**src/rtl/tmr_chan_pkg.sv**
```systemverilog
package tmr_chan_pkg;

  localparam int CTRL_W   = 8;
  localparam int FLAG_BIT = 7;

  // edge/action select codes
  localparam logic [1:0] SEL_OFF  = 2'b00;
  localparam logic [1:0] SEL_RISE = 2'b01;  // capture: rising, compare: toggle
  localparam logic [1:0] SEL_FALL = 2'b10;  // capture: falling, compare: clear
  localparam logic [1:0] SEL_BOTH = 2'b11;  // capture: either, compare: set

  typedef struct packed {
    logic [1:0] modeSel;
    logic [1:0] edgeSel;
    logic       ovfToggle;
    logic       maxDuty;
  } ctrlT;

  typedef struct packed {
    logic capture;
    logic loadShadow;
    logic useShadow;
    logic lvlSet;
    logic lvlClr;
    logic lvlTgl;
  } strobeT;

endpackage

```
**src/rtl/tmr_chan_dp.sv**
```systemverilog
module tmr_chan_dp
  import tmr_chan_pkg::*;
#(
  parameter int CNT_W       = 8,
  parameter int SYNC_STAGES = 2
) (
  input  logic             clk,
  input  logic             rstN,
  input  logic [CNT_W-1:0] cntVal,
  input  logic             pinIn,
  input  strobeT           stb,
  input  logic             chanWr,
  input  logic [CNT_W-1:0] chanWrData,
  output logic [CNT_W-1:0] chanQ,
  output logic             eqHit,
  output logic             riseHit,
  output logic             fallHit,
  output logic             levelQ
);

  localparam int LAST = SYNC_STAGES - 1;

  logic [SYNC_STAGES-1:0] syncQ;
  logic                   edgeQ;
  logic [CNT_W-1:0]       shadowQ;
  logic [CNT_W-1:0]       cmpVal;

  // input synchronizer and edge history
  always_ff @(posedge clk) begin
    if (!rstN) begin
      syncQ <= '0;
      edgeQ <= 1'b0;
    end else begin
      syncQ <= {syncQ[SYNC_STAGES-2:0], pinIn};
      edgeQ <= syncQ[LAST];
    end
  end

  assign riseHit = syncQ[LAST] & ~edgeQ;
  assign fallHit = ~syncQ[LAST] & edgeQ;

  // channel value register: capture wins over a bus write
  always_ff @(posedge clk) begin
    if (!rstN) begin
      chanQ <= '0;
    end else if (stb.capture) begin
      chanQ <= cntVal;
    end else if (chanWr) begin
      chanQ <= chanWrData;
    end
  end

  // shadow compare copy, reloaded at wrap
  always_ff @(posedge clk) begin
    if (!rstN) begin
      shadowQ <= '0;
    end else if (stb.loadShadow) begin
      shadowQ <= chanQ;
    end
  end

  assign cmpVal = stb.useShadow ? shadowQ : chanQ;
  assign eqHit  = (cntVal == cmpVal);

  // output level
  always_ff @(posedge clk) begin
    if (!rstN) begin
      levelQ <= 1'b1;
    end else if (stb.lvlSet) begin
      levelQ <= 1'b1;
    end else if (stb.lvlClr) begin
      levelQ <= 1'b0;
    end else if (stb.lvlTgl) begin
      levelQ <= ~levelQ;
    end
  end

  // a capture stores the count seen in the capture cycle
  assert_capture_value_R4: assert property (@(posedge clk) disable iff (!rstN)
    stb.capture |=> chanQ == $past(cntVal));

  // the shadow copy moves only after a wrap strobe
  assert_shadow_at_wrap_R7: assert property (@(posedge clk) disable iff (!rstN)
    !$stable(shadowQ) |-> $past(stb.loadShadow));

  // a toggle strobe flips the level
  assert_toggle_flips_R8: assert property (@(posedge clk) disable iff (!rstN)
    stb.lvlTgl |=> levelQ != $past(levelQ));

endmodule

```
**src/rtl/tmr_chan_ctrl.sv**
```systemverilog
module tmr_chan_ctrl
  import tmr_chan_pkg::*;
(
  input  logic       clk,
  input  logic       rstN,
  input  logic       cntOvf,
  input  logic       busWr,
  input  logic       busRd,
  input  logic       busAddr,
  input  logic       wrFlagBit,
  input  logic [5:0] wrCtrlBits,
  input  logic       eqHit,
  input  logic       riseHit,
  input  logic       fallHit,
  output strobeT     stb,
  output ctrlT       ctrlQ,
  output logic       flagQ,
  output logic       maxActQ,
  output logic       outEn,
  output logic       presetMode
);

  logic armQ;
  logic isCap;
  logic capEvt;
  logic matchHit;
  logic maxNext;
  logic ctrlWr;
  logic flagClr;

  assign ctrlWr     = busWr & ~busAddr;
  assign presetMode = (ctrlQ.edgeSel == SEL_OFF);
  assign isCap      = !presetMode && (ctrlQ.modeSel == 2'b00);
  assign outEn      = !presetMode && (ctrlQ.modeSel != 2'b00);

  always_comb begin
    capEvt = 1'b0;
    if (isCap) begin
      unique case (ctrlQ.edgeSel)
        SEL_RISE: capEvt = riseHit;
        SEL_FALL: capEvt = fallHit;
        SEL_BOTH: capEvt = riseHit | fallHit;
        default:  capEvt = 1'b0;
      endcase
    end
  end

  assign matchHit = outEn & eqHit;
  assign maxNext  = ctrlQ.ovfToggle & ctrlQ.maxDuty & outEn;

  // strobe generation for the datapath
  always_comb begin
    stb            = '0;
    stb.capture    = capEvt;
    stb.loadShadow = cntOvf;
    stb.useShadow  = outEn & ctrlQ.modeSel[1];
    if (presetMode) begin
      if (ctrlQ.modeSel[0]) stb.lvlClr = 1'b1;
      else                  stb.lvlSet = 1'b1;
    end else if (outEn) begin
      if (cntOvf && ctrlQ.ovfToggle) begin
        if (maxActQ || maxNext) stb.lvlSet = 1'b1;
        else                    stb.lvlTgl = 1'b1;
      end else if (maxActQ) begin
        stb.lvlSet = 1'b1;
      end else if (matchHit) begin
        unique case (ctrlQ.edgeSel)
          SEL_RISE: stb.lvlTgl = 1'b1;
          SEL_FALL: stb.lvlClr = 1'b1;
          SEL_BOTH: stb.lvlSet = 1'b1;
          default:  stb.lvlTgl = 1'b0;
        endcase
      end
    end
  end

  // control word
  always_ff @(posedge clk) begin
    if (!rstN) begin
      ctrlQ <= '0;
    end else if (ctrlWr) begin
      ctrlQ <= ctrlT'(wrCtrlBits);
    end
  end

  // full-duty latch, sampled only at wrap
  always_ff @(posedge clk) begin
    if (!rstN) begin
      maxActQ <= 1'b0;
    end else if (cntOvf) begin
      maxActQ <= maxNext;
    end
  end

  // flag and its read-then-write clear
  assign flagClr = ctrlWr & armQ & ~wrFlagBit;

  always_ff @(posedge clk) begin
    if (!rstN) begin
      flagQ <= 1'b0;
      armQ  <= 1'b0;
    end else begin
      if (capEvt || matchHit) flagQ <= 1'b1;
      else if (flagClr)       flagQ <= 1'b0;
      if (ctrlWr)                          armQ <= 1'b0;
      else if (busRd && !busAddr && flagQ) armQ <= 1'b1;
    end
  end

  // the flag only falls after an arming read
  assert_flag_clear_armed_R5: assert property (@(posedge clk) disable iff (!rstN)
    $fell(flagQ) |-> $past(armQ));

  // the full-duty latch only moves at a wrap
  assert_max_at_wrap_R10: assert property (@(posedge clk) disable iff (!rstN)
    !$stable(maxActQ) |-> $past(cntOvf));

endmodule

```
**src/rtl/tmr_chan.sv**
```systemverilog
module tmr_chan
  import tmr_chan_pkg::*;
#(
  parameter int CNT_W       = 8,
  parameter int SYNC_STAGES = 2
) (
  input  logic             clk,
  input  logic             rstN,
  input  logic [CNT_W-1:0] cntVal,
  input  logic             cntOvf,
  input  logic             busWr,
  input  logic             busRd,
  input  logic             busAddr,
  input  logic [CNT_W-1:0] busWrData,
  output logic [CNT_W-1:0] busRdData,
  input  logic             pinIn,
  output logic             pinOut,
  output logic             pinOutEn
);

  strobeT           stb;
  ctrlT             ctrlQ;
  logic             flagQ;
  logic             maxActQ;
  logic             presetMode;
  logic [CNT_W-1:0] chanQ;
  logic             eqHit;
  logic             riseHit;
  logic             fallHit;
  logic             levelQ;
  logic [CNT_W-1:0] statusWord;

  tmr_chan_ctrl u_ctrl (
    .clk        (clk),
    .rstN       (rstN),
    .cntOvf     (cntOvf),
    .busWr      (busWr),
    .busRd      (busRd),
    .busAddr    (busAddr),
    .wrFlagBit  (busWrData[FLAG_BIT]),
    .wrCtrlBits (busWrData[5:0]),
    .eqHit      (eqHit),
    .riseHit    (riseHit),
    .fallHit    (fallHit),
    .stb        (stb),
    .ctrlQ      (ctrlQ),
    .flagQ      (flagQ),
    .maxActQ    (maxActQ),
    .outEn      (pinOutEn),
    .presetMode (presetMode)
  );

  tmr_chan_dp #(
    .CNT_W       (CNT_W),
    .SYNC_STAGES (SYNC_STAGES)
  ) u_dp (
    .clk        (clk),
    .rstN       (rstN),
    .cntVal     (cntVal),
    .pinIn      (pinIn),
    .stb        (stb),
    .chanWr     (busWr & busAddr),
    .chanWrData (busWrData),
    .chanQ      (chanQ),
    .eqHit      (eqHit),
    .riseHit    (riseHit),
    .fallHit    (fallHit),
    .levelQ     (levelQ)
  );

  always_comb begin
    statusWord           = '0;
    statusWord[FLAG_BIT] = flagQ;
    statusWord[5:0]      = ctrlQ;
  end

  assign busRdData = busAddr ? chanQ : statusWord;
  assign pinOut    = levelQ;

  // an active full-duty latch keeps the output high
  assert_max_full_R10: assert property (@(posedge clk) disable iff (!rstN)
    (maxActQ && pinOutEn && !cntOvf) |=> pinOut);

  // an undriven channel presets its level from mode bit 4
  assert_preset_level_R3: assert property (@(posedge clk) disable iff (!rstN)
    presetMode |=> pinOut == !$past(ctrlQ.modeSel[0]));

endmodule

```
**config.mk**
```make
export PLATFORM = sky130hd
export DESIGN_NAME = tmr_chan
export DESIGN_NICKNAME = d
export VERILOG_FILES = /design/src/rtl/tmr_chan_pkg.sv /design/src/rtl/tmr_chan_dp.sv /design/src/rtl/tmr_chan_ctrl.sv /design/src/rtl/tmr_chan.sv
export SDC_FILE = /design/constraint.sdc
export NUM_CORES = 1
export LEC_CHECK = 0
export BUFFER_PORTS_ARGS = -buffer_cell sky130_fd_sc_hd__buf_2
export CAP_MARGIN = 30
export CORE_AREA = 5 5 58 86
export CTS_CLUSTER_SIZE = 28
export DETAILED_ROUTE_END_ITERATION = 10
export DIE_AREA = 0 0 63 91
export HOLD_SLACK_MARGIN = 0.08
export PLACE_DENSITY_LB_ADDON = 0.2
export SYNTH_ARGS = -nofsm -noshare
export SYNTH_HDL_FRONTEND = slang
export SYNTH_SLANG_ARGS = --single-unit
```
**constraint.sdc**
```tcl
create_clock -name clk -period 2.8 [get_ports clk]
set_input_delay 0.56 -clock clk [delete_from_list [all_inputs] [get_ports clk]]
set_output_delay 0.56 -clock clk [all_outputs]
set_load 0.01 [all_outputs]
```
* Word level (Yosys, flattened, before mapping)
Cells that the tools add are included.
** Storage, ports and cells
- Output and inout port bits :: 10
- Input bits :: 23
- Bits in registers :: 29
- Word-level logic and storage cells :: 76
** Operators by class
- Muxes and demuxes :: 26
- Equal/unequal tests :: 4
- Bitwise logic cells :: 17
- Reduce and logical (&&, ||, !) cells :: 17
** Operators by type and width (count)
- $mux W8 :: 4
- $mux W1 :: 17
- $and A1 B1 Y1 :: 10
- $eq A8 B8 Y1 :: 1
- $reduce_bool A2 Y1 :: 4
- $mux W3 :: 2
- $not A1 Y1 :: 6
- $logic_and A1 B1 Y1 :: 5
- $eq A2 B2 Y1 const B :: 2
- $logic_not A2 Y1 :: 2
- $mux W2 :: 2
- $reduce_or A2 Y1 :: 2
- $pmux W1 S3 :: 1
- $eq A2 B1 Y1 const B :: 1
- $logic_not A1 Y1 :: 2
- $logic_or A1 B1 Y1 :: 2
- $or A1 B1 Y1 :: 1

* Depth between registers and ports, before layout
Gate-level depths: netlist of the first run.
- Depth in word-level cells :: 14
- Gate-level depth with buffers :: 10
- Gate-level depth less buffers :: 8

* By module
From an unflattened synthesis of the first run, not the netlist that was laid out.
** Unflattened totals
- Cells, all modules :: 167
- Area, all modules :: 1625.3 um^2
** By module, submodules not included
- tmr_chan_dp :: seq. area each 400.4 um^2, times used 1, cells each 101, area each 982.2 um^2
- tmr_chan_ctrl :: seq. area each 180.2 um^2, times used 1, cells each 56, area each 511.7 um^2
- tmr_chan :: seq. area each 0.0 um^2, times used 1, cells each 10, area each 131.4 um^2

* Least setup slack after synthesis of the first run
OpenSTA, ideal clock, no wires.
- Kind :: input to output
- From :: in busAddr
- To :: out busRdData[6]
- Path buffers :: 2
- Slack :: 894 ps
- Arrival time :: 1346 ps
- Required time :: 2240 ps
- Cell stages on the path :: 3
- Cell sequence :: clkbuf_1 -> clkbuf_1 -> and2_1
** On the way
- Cells in the longest elaborated chain, start to end :: 1
** Ends and longest elaborated chain
- start: declaration :: line tmr_chan.sv:13 : input logic busAddr,
- $mux W8 :: line tmr_chan.sv:77 : assign busRdData = busAddr ? chanQ : statusWord;
- end: declaration :: line tmr_chan.sv:15 : output logic [CNT_W-1:0] busRdData,
No other way between the ends.

* Worst setup path in the final report of the first run
- From :: reg, netlist name u_ctrl.ctrlQ[3]
- To :: reg u_dp.levelQ
** On the way
- Cells in the longest elaborated chain, start to end :: 13
- Elaborated cells on any way between the ends :: 29
- Classes of those cells :: eq/ne (4); mux (16); bitwise (3); reduce/logical (6)
** Ends and longest elaborated chain
- $logic_not A2 Y1 :: line tmr_chan_ctrl.sv:32 : assign presetMode = (ctrlQ.edgeSel == SEL_OFF);
- $logic_not A1 Y1 :: line tmr_chan_ctrl.sv:34 : assign outEn = !presetMode && (ctrlQ.modeSel != 2'b00);
- $logic_and A1 B1 Y1 :: line tmr_chan_ctrl.sv:34
- $and A1 B1 Y1 :: line tmr_chan_ctrl.sv:56 : stb.useShadow = outEn & ctrlQ.modeSel[1];
- $mux W8 :: line tmr_chan_dp.sv:62 : assign cmpVal = stb.useShadow ? shadowQ : chanQ;
- $eq A8 B8 Y1 :: line tmr_chan_dp.sv:63 : assign eqHit = (cntVal == cmpVal);
- $and A1 B1 Y1 :: line tmr_chan_ctrl.sv:48 : assign matchHit = outEn & eqHit;
- $mux W3 :: line tmr_chan_ctrl.sv:66 : end else if (matchHit) begin
- $mux W2 or $mux W1 (tied branches) :: line tmr_chan_ctrl.sv:64 : end else if (maxActQ) begin
- $mux W1 :: line tmr_chan_ctrl.sv:61 : if (cntOvf && ctrlQ.ovfToggle) begin
- $mux W3 :: line tmr_chan_ctrl.sv:60 : end else if (outEn) begin
- $mux W2 or $mux W1 (tied branches) :: line tmr_chan_ctrl.sv:57 : if (presetMode) begin
- $mux W1, or another cell as far along :: line tmr_chan_dp.sv:71 : end else if (stb.lvlClr) begin
- end signal: assignment :: line tmr_chan_dp.sv:74 : levelQ <= ~levelQ;
- end: declaration :: line tmr_chan_dp.sv:18 : output logic levelQ
Parallel ways exist; a longest one is shown, timed or not.
A chain may end at the register's enable or synchronous reset.

==> results of run 1 <==
[placed cells by master, fill, tap and decap left out, drive strengths merged]
master  instances
dfxtp          29
nand4b          1
o21ai           3
xnor2           1
ha              2
and2            4
nand4           3
o211ai          2
nand2b          4
a31oi           2
and4            1
buf            34
mux2            8
o31ai           1
xor2            4
clkbuf          8
nand3b          1
nor2           31
nor2b           1
nand3           8
o21bai          1
o2111a          1
o22ai           3
a221o           1
a221oi          2
clkinv          1
nor3b           1
inv             9
o221ai          2
mux2i          17
a21oi           4
nand2          15
nor3            3
a311oi          8
[final timing paths]
check | to | slack [ps] | cells after the start
hold / removal | u_dp.syncQ[1] | 450 | 1
setup / recovery | u_dp.levelQ | 820 | 6
setup reg to reg | u_dp.levelQ | 820 | 6
hold reg to reg | u_dp.syncQ[1] | 450 | 1
[cells by family after synthesis]
logic type	after synthesis	synth area share [%]
multiplexers	25	16.3
AO/OA/AOI/OAI	30	15.1
XOR/XNOR	5	2.75
flip-flops	29	36.4
buffers and inverters	21	5.97
AND/OR/NAND/NOR	73	21.8
adder cells (fa/ha/maj)	2	1.57
[layout make-up]
class                           count  area [µm²]
Timing Repair Buffer               34         175
Sequential cell                    29         581
Tap cell                           46        57.6
Fill cell                         435        2320
Inverter                           10        37.5
Clock buffer                        8        80.1
Multi-Input combinational cell    135         917
[worst max-delay path: cells and delay by family (launching register included)]
kind	cells	cell delay [ps]
flops	1	410
simple gates	2	290
compound gates	3	790
mux	1	380
[stage by stage]
stage                     power [µW]  instance area [µm²]
after detailed placement         588                 1770
after global placement           587                 1770
after global routing             956                 1850
final                            908                 1850
after CTS                        918                 1850
after floorplan                  539                 1590
[registers in the layout (all words and copies together), names as in the netlist]
name            count
u_dp.chanQ          8
u_ctrl.maxActQ      1
u_ctrl.ctrlQ        6
u_dp.shadowQ        8
u_dp.syncQ          2
u_dp.edgeQ          1
u_ctrl.flagQ        1
u_ctrl.armQ         1
u_dp.levelQ         1
[metal layers]
metal / up-vias / routed length (µm) / GRT usage [%]
met3: 6 / 171 / 3.58
met4: 0 / 61 / 4.78
met1: 644 / 1780 / 19.0
met2: 27 / 2090 / 25.5
li1: 711 / - / -
met5: - / 0 / 0
[power by group]
| part | internal, µW | switching, µW | total [µW] |
|---|---|---|---|
| clock | 176 | 154 | 330 |
| combinational | 58.1 | 69.6 | 128 |
| sequential | 430 | 20.8 | 450 |
==> summary.md, run 1 <==
| Metric | Value |
|---|---|
| Outcome | complete, no violations |
| DRC Markers | 0 |
| Top cells by count, synth | 31 x nor2_1, 29 x dfxtp_1, 17 x mux2i_1 |
| Antenna diode count | 0 |
| Critical Path End Type | flop |
| Register clock-pin slew on the reported worst setup and hold paths | roughly 60 ps |
| Hold WC Path Type | flop to flop |
| P&R area growth vs syn | 16.0% |
| Initial antenna violation count | 0 |
| Clk sinks | 29 |
| CTS tree | built |
| Post-synth ARST share | 0% |
| Max Cap Violations | 0 |
| Place WS | 831 ps |
| Worst hold start | u_dp.syncQ[0] |
| Setup CP Type | flop to flop |
| Fin. max-slew vios | 0 |
| Syn avg cell area | 8.61 µm² |
| Post-CTS setup buffers | 0 |
| Worst skew pair latency | 280 ps |
| Clk_skew | between 4 and 5 ps |
| Relative slew slack | roughly half |
| Core ar. | between 4000 and 5000 µm² |
| #FFs+latches synth | 29 |
| Horiz. Die Dim | 63 µm |
| 1st-pass router iterations | 4 |
| Primary FF master, synth | dfxtp_1 |
| Final hold slack | ~450 ps |
| Yosys cell types | 39 |
| Grt total ovfl | 0 |
| CTS H-Tree Depth | 2 |
| Reg2Reg Launch Point | u_ctrl.ctrlQ[3] |
| Most common cell in the netlist | nor2_1 |
| CTS Buf Count | 5 |
| Fin crit period | roughly 2000 ps |
| CP Launch Type | flop |
| RSZ-0062 raised after global routing | false |
| Vias in the first global route | ~1400 |
| Final nets | between 200 and 250 |
| First-pass GRT wire length | 7070 µm |
| Setup_tns | 0 ps |
| Cell Pwr Density | between 400 and 500 nW/µm² |
| Layout cells sized above 1 | 23.6% |
| Clock Tree Root | clkbuf_8 |
| Pin count of the biggest net entering global routing | 27 |
| EDFF count, synth | 0 |
| Worst Tran Pin Value | 722 ps |
| CTS hold repair buffers | 0 |
| Rows | 29 |
| YS warnings | 0 |
| I/O Buffers | 32 |
| CP Cell Sequence | o21ai_4 > mux2_2 > o22ai_2 > nor3_4 > and4_2 > a221o_1 |
| Placer Congestion | roughly 0.85 |
| Fin util | around 44% |
| Final Cycle Share | 70.8% |
| DIE HEIGHT | 91 µm |
| Hold Fails Final Rpt | 0 |
| Die Footprint | ~5700 µm² |
| Post-DRT Antenna Nets | 0 |
| Crit path DAT | about 2200 ps |
| All-Layer GR Usage | approximately 15% |
| Post-CTS resize count | 0 |
| I/O Pins | 33 |
| Max frequency | 0.504 GHz |
| Synth Instances | 185 |
| Worst path required time | 2970 ps |
| Final setup viols | 0 |
| Worst setup margin | 818 ps |
| Drt total wl | 4110 µm |
| Initial DRC Count | 33 |
| Ranking of synthesized cells by area | dfxtp_1 36%, mux2i_1 11%, nor2_1 7.3% |
| Via count | roughly 1400 |
| Routed WL per cell | 15.7 µm |
| Synth top area share | a little over a third |
| Via/cell ratio | around 5.3 |
| Sequential area share after synthesis | between 30% and 40% |
| Crit path max fanout | 10 |
| Yosys top cell by area | dfxtp_1 |
| Net Count, Synth | between 200 and 250 |
| Setup crit start | u_ctrl.ctrlQ[3] |
| Placed Cells | ~250 |
| CTS max path bufs | 2 |
| Peak supply drop | ~0.32 mV |
| Crit-path slowest cell | dfxtp_1 |
| Post-synthesis cell area | around 1600 µm² |
| Critical Path Max Stage Delay | 410 ps |
| Initial Util | around two fifths |
| Pleak | ~0.0008 µW |
| Detailed Place HPWL | roughly 3100 µm |
| Post-Layout Cell Count | about 260 |
(Power assumes the default switching activity.)
==> inputs of run 2 (changes only) <==
==> constraint.sdc (replaced) <==
create_clock -name clk -period 1.8 [get_ports clk]
set_input_delay 0.36 -clock clk [delete_from_list [all_inputs] [get_ports clk]]
set_output_delay 0.36 -clock clk [all_outputs]
set_load 0.01 [all_outputs]
==> summary.md, run 2 (synthesized netlist as in run 1, its figures left out) <==
| Metric | Value |
|---|---|
| CTS Buf Count | 5 (unchanged) |
| Combinational fraction of design power | 15.8% (was 14.1%) |
| Rows | 29 (unchanged) |
| Worst skew pair latency | 280 ps (about the same) |
| Clk_skew | 6.64 ps (was 4.15 ps) |
| Crit path DAT | 1880 ps (was 2150 ps) |
| Peak supply drop | 0.544 mV (was 0.318 mV) |
| Post-DRT Antenna Nets | 0 (unchanged) |
| Max Cap Violations | 0 (unchanged) |
| CTS tree | built (unchanged) |
| P&R area growth vs syn | 21.4% (was 16.0%) |
| RSZ-0062 raised after global routing | true (was false) |
| Fin. max-slew vios | 0 (unchanged) |
| Detailed Place HPWL | 3180 µm (was 3090 µm) |
| Most common cell after layout, fill and taps aside | buf_2 (unchanged) |
| Final setup viols | 0 (unchanged) |
| Fraction of power consumed by sequential logic | 49.6% (about the same) |
| DRC Markers | 0 (unchanged) |
| CTS max path bufs | 2 (unchanged) |
| Initial DRC Count | 45 (was 33) |
| CTS H-Tree Depth | 2 (unchanged) |
| Sw Pwr | 379 µW (was 244 µW) |
| Via/cell ratio | 5.41 (was 5.30) |
| Worst reg2reg setup slack | 90 ps (was 820 ps) |
| Fill count | 415 (was 435) |
| Horiz. Die Dim | 63 µm (unchanged) |
| Final Cycle Share | 95.1% (was 70.8%) |
| Clock Tree Root | clkbuf_8 (unchanged) |
| Worst setup margin | 87.5 ps (was 818 ps) |
| Cell Pwr Density | 726 nW/µm² (was 491 nW/µm²) |
| Worst Tran Pin Value | 354 ps (was 722 ps) |
| 1st-pass router iterations | 4 (unchanged) |
| Die Footprint | 5730 µm² (unchanged) |
| Clk sinks | 29 (unchanged) |
| Clock power share | 34.7% (was 36.4%) |
| Routed WL per cell | 15.4 µm (was 15.7 µm) |
| Critical Path End Type | flop (unchanged) |
| Via count | 1461 (was 1388) |
| Initial antenna violation count | 0 (unchanged) |
| Setup crit start | u_ctrl.ctrlQ[3] (unchanged) |
| Final nets | 250 (was 240) |
| Reg2reg path depth | 6 (unchanged) |
| Grt total ovfl | 0 (unchanged) |
| Placer Congestion | 0.833 (was 0.846) |
| Drt total wl | 4160 µm (was 4110 µm) |
| Setup CP Type | flop to flop (unchanged) |
| Crit path max fanout | 7 (was 10) |
| Initial Util | 38.2% (unchanged) |
| Relative slew slack | 76.4% (was 51.9%) |
| Largest regs | u_dp.chanQ x8, u_dp.shadowQ x8, u_ctrl.ctrlQ x6 (unchanged) |
| Hold WC Path Type | input port to flop (was flop to flop) |
| All-Layer GR Usage | 15.3% (was 15.2%) |
| Hold Fails Final Rpt | 0 (unchanged) |
| Pleak | 0.000857 µW (was 0.000802 µW) |
| Internal power | 1030 µW (was 664 µW) |
| Layout cells sized above 1 | 28.1% (was 23.6%) |
| Outcome | complete, no violations (unchanged) |
| Pin count of the biggest net entering global routing | 27 (unchanged) |
| Antenna diode count | 0 (unchanged) |
| Final hold slack | 279 ps (was 448 ps) |
| I/O Pins | 33 (unchanged) |
| FF-to-FF End | u_dp.levelQ (unchanged) |
| I/O Buffers | 32 (unchanged) |
| Net Sw Frac | 27.0% (was 26.9%) |
| Max frequency | 0.584 GHz (was 0.504 GHz) |
| First-pass GRT wire length | 6900 µm (was 7070 µm) |
| Fin crit period | 1710 ps (was 1980 ps) |
| Worst path required time | 1970 ps (was 2970 ps) |
| Reg2Reg Launch Point | u_ctrl.ctrlQ[3] (unchanged) |
| Core ar. | 4170 µm² (unchanged) |
| Place WS | 31.7 ps (was 831 ps) |
| Most frequent cells in the layout | 32 x buf_2, 31 x nor2_1, 28 x dfxtp_1 (was 32 x buf_2, 31 x nor2_1, 29 x dfxtp_1) |
| CP Launch Type | flop (unchanged) |
| Vias in the first global route | 1474 (was 1443) |
| Register clock-pin slew on the reported worst setup and hold paths | 60 ps (about the same) |
| DIE HEIGHT | 91 µm (unchanged) |
| Worst setup path end | u_dp.levelQ (unchanged) |
-- run 2: cell types whose count changed in the layout (fill, tap and decap cells not counted), sizes merged --
cell / previous run / this run
buf: 34 / 44
clkbuf: 8 / 5
clkinv: 1 / 2
-- run 2: how the worst min path moves through the flow --
stage / cells past startpoint / startpoint / to / slack (ps)
6_report: 2 / pinIn / u_dp.syncQ[0] / 280
3_3_place_gp: 1 / u_dp.syncQ[0] / u_dp.syncQ[1] / 430
2_1_floorplan: 1 / u_dp.syncQ[0] / u_dp.syncQ[1] / 410
5_1_grt: 2 / pinIn / u_dp.syncQ[0] / 290
4_1_cts: 2 / pinIn / u_dp.syncQ[0] / 280
3_5_place_dp: 1 / u_dp.syncQ[0] / u_dp.syncQ[1] / 430
-- run 2: routing by layer --
metal  part of all wire, %  vias to the layer above  track usage (%)
li1                      -                      732                -
met1                    42                      690             17.5
met2                    50                       30             24.9
met3                   5.4                        9             5.31
met4                   2.3                        0             7.61
met5                     0                        -                0
-- run 2: worst max-delay path, stage by stage (launching register included) --
cell	delay, ps
dfxtp_2	330
o21ai_4	280
mux2_4	340
o22ai_4	180
nor3_4	70
and4_4	140
a221o_1	240
-- run 2: what timing repair did --
item                       CTS  global route
gates resized for setup      0             1
hold buffers                 0             0
setup buffers                0             1
setup endpoints to repair    0             2
-- run 2: layout make-up --
type	count	area (µm²)	area share (%)
Inverter	10	37.5	1.94
Sequential cell	29	582	30.1
Clock inverter	1	5.00	0.259
Timing Repair Buffer	44	250	12.9
Clock buffer	5	68.8	3.56
Multi-Input combinational cell	135	933	48.3
Tap cell	46	57.6	2.98
-- run 2: per-stage QoR --
step	setup TNS, ps	cells	util [%]	cell area [µm²]	power, µW
2_1_floorplan	0	185	-	1610	844
3_3_place_gp	0	263	44.4	1850	931
3_5_place_dp	0	263	44.4	1850	932
4_1_cts	0	269	46.1	1930	1410
5_1_grt	-9.55	270	46.4	1930	1470
6_report	0	270	46.4	1930	1410
-- run 2: power groups by stage --
stage	logic (µW)	clock network [µW]	registers, µW
floorplan	144	0	700
global placement	221	0	710
detailed placement	223	0	710
global route	246	526	700
finish	222	487	696
CTS	224	492	696
